### src/rtl/apc_pkg.sv
package apc_pkg;
  typedef enum logic {
    MODE_LEVEL = 1'b0,
    MODE_MAIN  = 1'b1
  } apc_mode_e;

  localparam int FRAC_W  = 16;
  localparam int RATIO_W = 32;
endpackage

### src/rtl/apc_activity.sv
module apc_activity
  import apc_pkg::*;
#(
  parameter int NUM_PORTS   = 4,
  parameter int PIPE_STAGES = 3,
  parameter int INC_W       = $clog2(NUM_PORTS + 1)
) (
  input  logic                   mode_main,
  input  logic [NUM_PORTS-1:0]   req_strobe,
  input  logic [PIPE_STAGES-1:0] pipe_valid,
  input  logic                   mshr_busy,
  input  logic                   dram_access,
  input  logic                   llc_mshr_busy,
  output logic [INC_W-1:0]       access_inc,
  output logic                   cycle_active
);
  function automatic logic [INC_W-1:0] count_ones(input logic [NUM_PORTS-1:0] v);
    logic [INC_W-1:0] n;
    n = '0;
    for (int i = 0; i < NUM_PORTS; i++) n = n + INC_W'(v[i]);
    return n;
  endfunction

  logic level_active;
  logic [INC_W-1:0] level_inc;

  assign level_inc    = count_ones(req_strobe);
  assign level_active = (|req_strobe) | (|pipe_valid) | mshr_busy;

  always_comb begin
    if (apc_mode_e'(mode_main) == MODE_MAIN) begin
      access_inc   = INC_W'(dram_access);
      cycle_active = llc_mshr_busy;
    end else begin
      access_inc   = level_inc;
      cycle_active = level_active;
    end
  end
endmodule

### src/rtl/apc_sat_counter.sv
module apc_sat_counter #(
  parameter int W     = 48,
  parameter int INC_W = 3
) (
  input  logic             clk,
  input  logic             rst_n,
  input  logic             en,
  input  logic             clr,
  input  logic [INC_W-1:0] inc,
  output logic [W-1:0]     cnt,
  output logic             sat_evt
);
  function automatic logic [W:0] sat_add(input logic [W-1:0] a, input logic [INC_W-1:0] b);
    logic [W:0] s;
    s = {1'b0, a} + (W+1)'(b);
    if (s[W]) return {1'b1, {W{1'b1}}};
    return s;
  endfunction

  logic [W:0] next_sum;
  assign next_sum = sat_add(cnt, inc);
  assign sat_evt  = en & ~clr & next_sum[W];

  always_ff @(posedge clk or negedge rst_n) begin
    if (!rst_n)   cnt <= '0;
    else if (clr) cnt <= '0;
    else if (en)  cnt <= next_sum[W-1:0];
  end

  AST_CLEAR_ZERO: assert property (@(posedge clk) disable iff (!rst_n)
    clr |=> (cnt == '0));
  AST_HOLD_DISABLED: assert property (@(posedge clk) disable iff (!rst_n)
    (!en && !clr) |=> $stable(cnt));
  AST_NO_WRAP: assert property (@(posedge clk) disable iff (!rst_n)
    (en && !clr) |=> (cnt >= $past(cnt)));
endmodule

### src/rtl/apc_ratio_div.sv
module apc_ratio_div #(
  parameter int CNT_W   = 48,
  parameter int FRAC_W  = 16,
  parameter int RATIO_W = 32
) (
  input  logic               clk,
  input  logic               rst_n,
  input  logic               start,
  input  logic [CNT_W-1:0]   num,
  input  logic [CNT_W-1:0]   den,
  output logic               busy,
  output logic               done,
  output logic [RATIO_W-1:0] quotient,
  output logic               dbz
);
  localparam int QW     = CNT_W + FRAC_W;
  localparam int STEP_W = $clog2(QW + 1);

  logic [CNT_W:0]   rem;
  logic [QW-1:0]    dvd;
  logic [QW-1:0]    q;
  logic [CNT_W-1:0] den_r;
  logic [STEP_W-1:0] step;

  logic [CNT_W:0] trial;
  logic           q_bit;
  logic [CNT_W:0] rem_next;
  logic [QW-1:0]  q_next;
  logic           last_step;

  function automatic logic [RATIO_W-1:0] clamp(input logic [QW-1:0] v);
    logic [QW+RATIO_W-1:0] wide;
    wide = {{RATIO_W{1'b0}}, v};
    if (wide[QW+RATIO_W-1:RATIO_W] != '0) return '1;
    return wide[RATIO_W-1:0];
  endfunction

  assign trial     = {rem[CNT_W-1:0], dvd[QW-1]};
  assign q_bit     = (trial >= {1'b0, den_r});
  assign rem_next  = q_bit ? (trial - {1'b0, den_r}) : trial;
  assign q_next    = {q[QW-2:0], q_bit};
  assign last_step = (step == STEP_W'(QW - 1));

  always_ff @(posedge clk or negedge rst_n) begin
    if (!rst_n) begin
      rem <= '0; dvd <= '0; q <= '0; den_r <= '0; step <= '0;
      busy <= 1'b0; done <= 1'b0; quotient <= '0; dbz <= 1'b0;
    end else begin
      done <= 1'b0;
      if (busy) begin
        rem  <= rem_next;
        dvd  <= {dvd[QW-2:0], 1'b0};
        q    <= q_next;
        step <= step + 1'b1;
        if (last_step) begin
          busy     <= 1'b0;
          done     <= 1'b1;
          quotient <= clamp(q_next);
        end
      end else if (start) begin
        if (den == '0) begin
          done     <= 1'b1;
          quotient <= '0;
          dbz      <= 1'b1;
        end else begin
          rem   <= '0;
          dvd   <= {num, {FRAC_W{1'b0}}};
          q     <= '0;
          den_r <= den;
          step  <= '0;
          busy  <= 1'b1;
          dbz   <= 1'b0;
        end
      end
    end
  end

  AST_DONE_PULSE: assert property (@(posedge clk) disable iff (!rst_n)
    done |=> !done);
  AST_BUSY_NO_DONE: assert property (@(posedge clk) disable iff (!rst_n)
    busy |-> !done);
  AST_DBZ_RESULT: assert property (@(posedge clk) disable iff (!rst_n)
    (done && dbz) |-> (quotient == '0));
  AST_REM_BOUND: assert property (@(posedge clk) disable iff (!rst_n)
    busy |-> (rem < {1'b0, den_r}));
endmodule

### src/rtl/apc_monitor.sv
module apc_monitor
  import apc_pkg::*;
#(
  parameter int NUM_PORTS   = 4,
  parameter int PIPE_STAGES = 3,
  parameter int CNT_W       = 48
) (
  input  logic                   clk,
  input  logic                   rst_n,
  input  logic                   mode_main,
  input  logic                   cnt_enable,
  input  logic                   cnt_clear,
  input  logic [NUM_PORTS-1:0]   req_strobe,
  input  logic [PIPE_STAGES-1:0] pipe_valid,
  input  logic                   mshr_busy,
  input  logic                   dram_access,
  input  logic                   llc_mshr_busy,
  input  logic                   ratio_start,
  output logic [CNT_W-1:0]       access_count,
  output logic [CNT_W-1:0]       active_count,
  output logic                   overflow,
  output logic                   ratio_busy,
  output logic                   ratio_done,
  output logic [RATIO_W-1:0]     ratio_q,
  output logic                   div_by_zero
);
  localparam int INC_W = $clog2(NUM_PORTS + 1);

  logic [INC_W-1:0] access_inc;
  logic             cycle_active;
  logic             acc_sat_evt;
  logic             act_sat_evt;

  apc_activity #(.NUM_PORTS(NUM_PORTS), .PIPE_STAGES(PIPE_STAGES), .INC_W(INC_W)) u_activity (
    .mode_main(mode_main), .req_strobe(req_strobe), .pipe_valid(pipe_valid),
    .mshr_busy(mshr_busy), .dram_access(dram_access), .llc_mshr_busy(llc_mshr_busy),
    .access_inc(access_inc), .cycle_active(cycle_active)
  );

  apc_sat_counter #(.W(CNT_W), .INC_W(INC_W)) u_acc_cnt (
    .clk(clk), .rst_n(rst_n), .en(cnt_enable), .clr(cnt_clear),
    .inc(access_inc), .cnt(access_count), .sat_evt(acc_sat_evt)
  );

  apc_sat_counter #(.W(CNT_W), .INC_W(1)) u_act_cnt (
    .clk(clk), .rst_n(rst_n), .en(cnt_enable), .clr(cnt_clear),
    .inc(cycle_active), .cnt(active_count), .sat_evt(act_sat_evt)
  );

  always_ff @(posedge clk or negedge rst_n) begin
    if (!rst_n)                         overflow <= 1'b0;
    else if (cnt_clear)                 overflow <= 1'b0;
    else if (acc_sat_evt | act_sat_evt) overflow <= 1'b1;
  end

  apc_ratio_div #(.CNT_W(CNT_W), .FRAC_W(FRAC_W), .RATIO_W(RATIO_W)) u_div (
    .clk(clk), .rst_n(rst_n), .start(ratio_start),
    .num(access_count), .den(active_count),
    .busy(ratio_busy), .done(ratio_done), .quotient(ratio_q), .dbz(div_by_zero)
  );

  AST_ACTIVE_STEP: assert property (@(posedge clk) disable iff (!rst_n)
    !cnt_clear |=> ((active_count - $past(active_count)) <= CNT_W'(1)));
  AST_IDLE_NO_COUNT: assert property (@(posedge clk) disable iff (!rst_n)
    (!cnt_clear && !cycle_active) |=> $stable(active_count));
  AST_OVERFLOW_STICKY: assert property (@(posedge clk) disable iff (!rst_n)
    (overflow && !cnt_clear) |=> overflow);
  AST_CLEAR_OVERFLOW: assert property (@(posedge clk) disable iff (!rst_n)
    cnt_clear |=> !overflow);
endmodule

### config.mk
export PLATFORM = sky130hd
export DESIGN_NAME = apc_monitor
export DESIGN_NICKNAME = d
export VERILOG_FILES = /design/src/rtl/apc_pkg.sv /design/src/rtl/apc_activity.sv /design/src/rtl/apc_sat_counter.sv /design/src/rtl/apc_ratio_div.sv /design/src/rtl/apc_monitor.sv
export SDC_FILE = /design/constraint.sdc
export NUM_CORES = 1
export LEC_CHECK = 0
export BUFFER_PORTS_ARGS = -buffer_cell sky130_fd_sc_hd__buf_2
export CORE_MARGIN = 5
export CORE_UTILIZATION = 30
export DETAILED_ROUTE_END_ITERATION = 10
export GPL_TIMING_DRIVEN = 1
export PLACE_DENSITY_LB_ADDON = 0.12
export SYNTH_ARGS = -nofsm -noshare
export SYNTH_HDL_FRONTEND = slang
export SYNTH_HIERARCHICAL = 1
export SYNTH_SLANG_ARGS = --single-unit
### constraint.sdc
create_clock -name clk -period 3.2 [get_ports clk]
set_clock_uncertainty 0.2 [all_clocks]
set_input_delay 0.48 -clock clk [delete_from_list [all_inputs] [get_ports clk]]
set_output_delay 0.48 -clock clk [all_outputs]
set_load 0.005 [all_outputs]
### Word-level counts from Yosys, hierarchy flattened

Cells that the tools add are included.

* flip-flop bits (word level): 362
* bits in latches: 0
* bits in writable memories: 0
* memory bits (read-only): 0
* input bits: 16
* memories kept: 0

* add/sub/neg operators: 7
* $mul: 0
* div/mod/pow operators: 0
* magnitude comparators: 1
* equal/unequal tests: 3
* shift operators: 0
* mux-type cells: 44
* bitwise logic cells: 9
* reduce and logical (&&, ||, !) cells: 12

Operator list (number)
* 48-bit 2-to-1 mux: 8
* 49-bit 2-to-1 mux: 4
* 32-bit 2-to-1 mux: 6
* 64-bit 2-to-1 mux: 3
* 63-bit 2-to-1 mux: 3
* 48-bit by 1-bit adder with 49-bit output: 1
* 48-bit by 3-bit adder with 49-bit output: 1
* 49-bit by 48-bit greater-or-equal comparator with 1-bit output: 1
* 48-bit logical NOT: 1
* 48-bit subtractor: 1
* 32-bit nonzero test: 1
* 7-bit 2-to-1 mux: 3
* 1-bit 2-to-1 mux: 16
* 2-bit nonzero test: 4
* 7-bit by 1-bit adder with 7-bit output, second input constant: 1
* 7-bit by 6-bit equality test with 1-bit output, second input constant: 1
* 3-bit by 1-bit adder with 3-bit output: 2
* 3-bit AND reduction: 2
* 2-bit AND reduction: 2
* 4-bit OR reduction: 1
* 1-bit AND: 3
* 3-bit 2-to-1 mux: 1
* 1-bit NOT: 3
* 1-bit OR: 3
* other kinds (4): 4

### Logic depth before layout (Yosys ltp)

* depth in word-level cells: 11
* depth in mapped cells: 15
* mapped depth without buffers: 13

### By module

The synthesis kept the hierarchy.

By module, submodules not included
* apc_ratio_div: instances 1, cells each 1345, area each 13055.0 µm², seq. area each 6231.0 µm²
* apc_sat_counter (u_acc_cnt): instances 1, cells each 340, area each 3158.0 µm², seq. area each 1201.2 µm²
* apc_sat_counter (u_act_cnt): instances 1, cells each 271, area each 2593.7 µm², seq. area each 1201.2 µm²
* apc_activity: instances 1, cells each 13, area each 126.4 µm², seq. area each 0.0 µm²
* apc_monitor: instances 1, cells each 3, area each 33.8 µm², seq. area each 25.0 µm²

### Worst setup path before layout

Ideal clock, no wire load.

* path type: input -> register
* start point: input port req_strobe[0]
* end point: register overflow
* arrival: 3252 ps
* setup slack: -373 ps
* stages on the path: 14
* cell sequence: fa_1 ha_1 mux2_2 ha_1 fa_1 a21oi_1 and4bb_1 buf_4 nand4_4 or4_4 buf_6 inv_1 nor3_1 nor2_1

* longest elaborated chain between the ends: 10
* elaborated cells between the ends (all ways): 18
* classes of those cells: add/sub: 5; mux: 6; bitwise: 5; reduce/logical: 2

RTL lines
* from (decl): RTL line apc_monitor.sv:13 `input logic [NUM_PORTS-1:0] req_strobe,`
* 1-bit by 1-bit adder with 2-bit output (*): RTL line apc_activity.sv:20 `for (int i = 0; i < NUM_PORTS; i++) n = n + INC_W'(v[i]);`
* 3-bit by 1-bit adder with 3-bit output (*) (2 in a row): RTL line apc_activity.sv:20
* 3-bit 2-to-1 mux (*): RTL line apc_activity.sv:31 `if (apc_mode_e'(mode_main) == MODE_MAIN) begin`
* named net access_inc[0]: RTL line apc_monitor.sv:29 `logic [INC_W-1:0] access_inc;`
* 48-bit by 3-bit adder with 49-bit output (*): RTL line apc_sat_counter.sv:15 `s = {1'b0, a} + (W+1)'(b);`
* 1-bit 2-to-1 mux: RTL line apc_sat_counter.sv:16 `if (s[W]) return {1'b1, {W{1'b1}}};`
* 49-bit 2-to-1 mux (*): RTL line apc_sat_counter.sv:17 `return s;`
* 1-bit AND (*): RTL line apc_sat_counter.sv:22 `assign sat_evt = en & ~clr & next_sum[W];`
* named net acc_sat_evt: RTL line apc_monitor.sv:31 `logic acc_sat_evt;`
* 1-bit OR (*): RTL line apc_monitor.sv:53 `else if (acc_sat_evt | act_sat_evt) overflow <= 1'b1;`
* 2-bit nonzero test (no line) (*)
* to (signal assigned): RTL line apc_monitor.sv:51 `if (!rst_n) overflow <= 1'b0;`
* to (signal assigned): RTL line apc_monitor.sv:52 `else if (cnt_clear) overflow <= 1'b0;`
* to (signal assigned): RTL line apc_monitor.sv:53
* to (decl): RTL line apc_monitor.sv:21 `output logic overflow,`

The timed path passes the listed nets; every way through them passes the cells marked *.
A chain may end at the register's enable or synchronous reset.

### Final worst setup path

* start point: register u_div.den_r[4]
* end point: register u_div.rem[0]

* longest elaborated chain between the ends: 3

RTL lines
* from (decl): RTL line apc_ratio_div.sv:22 `logic [CNT_W-1:0] den_r;`
* from (signal assigned): RTL line apc_ratio_div.sv:69 `den_r <= den;`
* 49-bit by 48-bit greater-or-equal comparator with 1-bit output: RTL line apc_ratio_div.sv:39 `assign q_bit = (trial >= {1'b0, den_r});`
* 48-bit 2-to-1 mux: RTL line apc_ratio_div.sv:40 `assign rem_next = q_bit ? (trial - {1'b0, den_r}) : trial;`
* 48-bit 2-to-1 mux: RTL line apc_ratio_div.sv:50 `if (busy) begin`
* to (signal assigned): RTL line apc_ratio_div.sv:51 `rem <= rem_next;`
* to (decl): RTL line apc_ratio_div.sv:19 `logic [CNT_W:0] rem;`

Every way passes these cells.

==> run_results.csv <==
group,metric,value,unit
die,ios,148,
routing,antenna_left,0,
cts,cts_tree,"built",
cts,cts_buffers,43,
yosys,avgSynthCellArea,9.62,um^2
hold_path,hp-class,"primary input to register",
sta,rsz0062_at_grt,"true",
placement,port_buffers,147,
sta,slew_violations,0,
sta,setup_violations,32,
die,rows,92,
placement,place.gp.congestion,0.861,
yosys,ys_ff_latch,346,
cts,path_clk_slew,0.06,ns
sta,timing.slew.headroom,0.441,
worst_setup_path,endpoint_kind,"register",
sta,worst_slack,-0.0603,ns
routing,finalWirelength,58400,um
yosys,yosys_warnings,6,
layout,fin_cells,3145,
hold_path,min_from,"cnt_enable",
cts,clock-sinks,346,
yosys,synth.most_common_cell,"dfrtp_1",
yosys,yosys.area.top_type,"dfrtp_1",
die,dieArea,0.0684,mm^2
cts,cts-root-buf,"clkbuf_16",
routing,routedWlPerCell,18.6,um
run,cap_violations,0,
grt,antenna_found_initial,0,
grt,globalRouteTotalUtil,0.169,
die,core-area,0.0629,mm^2
worst_setup_path,cp.arrival,3.56,ns
status,status,"finished, violations left",
yosys,synth_top_area_frac,0.456,
routing,dr.pass1.iters,5,
layout,seq_area,0.00866,mm^2
sta,tightest_slew,0.839,ns
yosys,synth_nets,2048,
layout,design_area,0.0243,mm^2
sta,setup_tns,-1.00,ns
worst_setup_path,ff2ff_setup_slack,-0.06,ns
grt,grt_pass1_vias,16360,
die,die_h,261,um
worst_setup_path,r2r_start,"u_div/den_r[4]",
worst_setup_path,worstPathRequired,3.50,ns
placement,preCtsSetupSlack,-0.559,ns
die,initial_utilization,0.302,
layout,n_antenna_cell,0,
sta,fin_crit_sh,1.02,
pwr,total_leakage_power,11.5,nW
cts,htreeDepth,2,
grt,grt_max_degree,117,
routing,avgViaCountPerCell,5.07,
cts,clock_latency,0.57,ns
layout,multi_input_area,0.0101,mm^2
status,violations,"setup timing",
layout,fin_util,0.386,
placement,dp.cells,3051,
layout,drive_above_1_share,0.278,
pwr,power_density,828,mW/mm^2
worst_setup_path,cp_max_fo,7,
layout,n_fill_cell,6413,
layout,area_delta_synth_final,28.0,%
grt,grt-ovfl-total,0,
routing,first_iter_violations,916,
worst_setup_path,cp-start-kind,"register",
sta,fmax,0.307,GHz
pwr,total_power,20.1,mW
routing,vias,15956,
grt,grt_pass1_wl,94200,um
die,die_w,261,um
worst_setup_path,crit_start,"u_div/den_r[4]",
yosys,synth_flop_cell,"dfrtp_1",
sta,finalHoldViolations,0,
routing,drcViolationCount,0,
cts,cts_buffer_depth,3,
placement,placed_area,0.0222,mm^2
placement,dp.final_hpwl,41100,um
pwr,ir_drop,327,uV
yosys,yosys-top-cells-area,"dfrtp_1 (46%), o21ai_0 (4.4%), nand2_1 (4.1%), mux2i_1 (3.9%), ha_1 (3.8%)",
yosys,syn_area,0.0190,mm^2
yosys,synth_edf_count,0,
sta,min_period,3.26,ns
worst_setup_path,crit_type,"register to register",
layout,nets,2341,
yosys,async_flop_share,1.00,
sta,whs,0.217,ns
yosys,synth-seq-area-share,0.456,
yosys,ys_top_cells_by_count,"dfrtp_1 (346), nand2_1 (206), o21ai_0 (168), nand3_1 (128), nor2_1 (107)",
yosys,synthDistinctLibCells,75,
yosys,synthCells,1972,
sequential cells by signal, indices dropped and copies added (netlist names), 7 cells and up:
name	flops
u_div/q	63
u_acc_cnt/cnt	48
u_act_cnt/cnt	48
u_div/den_r	48
u_div/dvd	48
u_div/rem	48
u_div/quotient	32
u_div/step	7
routing by layer:
layer / global-route usage / wire (um)
met1: 0.230 / 26900
met2: 0.281 / 28000
met3: 0.0247 / 1890
met4: 0.0486 / 1580
met5: 0 / 0
logic make-up after synthesis:
group | count (synthesis) | synth area share
AND/OR/NAND/NOR | 677 | 0.183
AO/OA/AOI/OAI | 454 | 0.156
flip-flops | 346 | 0.456
buffers and inverters | 200 | 0.0437
multiplexers | 123 | 0.0682
XOR/XNOR | 112 | 0.0517
adder cells (fa/ha/maj) | 60 | 0.0408
power breakdown:
| part | leakage [nW] | internal [mW] | switching (mW) |
|---|---|---|---|
| clock network | 0.741 | 3.05 | 2.01 |
| registers | 4.64 | 5.26 | 0.694 |
| logic | 6.07 | 4.38 | 4.71 |
layout by cell type, fill, tap and decap left out, types with 56 or more instances in the layout:
master and instances:
o21ai_0 152, inv_1 72, nand3_1 125, xnor2_1 72, a22o_1 66, nand2_1 204
buf_2 145, a21oi_1 56, mux2i_1 73, dfrtp_1 344, nor2_1 106, buf_4 202
worst paths after layout:
check	depth (start not counted)	endpoint
setup / recovery	12	u_div/rem[0]
hold / removal	3	u_act_cnt/cnt[1]
setup reg to reg	12	u_div/rem[0]
hold reg to reg	2	u_div/quotient[10]
max in group asynchronous	4	u_act_cnt/cnt[22]
min in group asynchronous	2	u_div/dvd[44]
cell type report:
type                    count  area share
inverters                  75      0.0116
clock buffers              61      0.0529
repair buffers            373       0.113
multi-input cells        1426       0.414
flip-flops and latches    346       0.357
well taps                 846      0.0436
clock inverters            18     0.00840
timing repair:
action	4_1_cts	5_1_grt
gates cloned	1	3
hold buffers	1	0
gates resized for setup	28	63
pin swaps	14	45
hold endpoints to repair	49	0
setup buffers	6	5
setup endpoints to repair	49	61
critical path: stages (launching register included):
cell,delay (ns)
dfrtp_1,0.38
inv_1,0.15
ha_4,0.24
a21oi_1,0.22
nand2_2,0.10
a2111o_1,0.49
nor2_4,0.16
o31ai_4,0.10
a311oi_4,0.39
o21a_4,0.25
buf_12,0.15
mux2i_1,0.21
a22o_1,0.15
(Power assumes the default switching activity.)
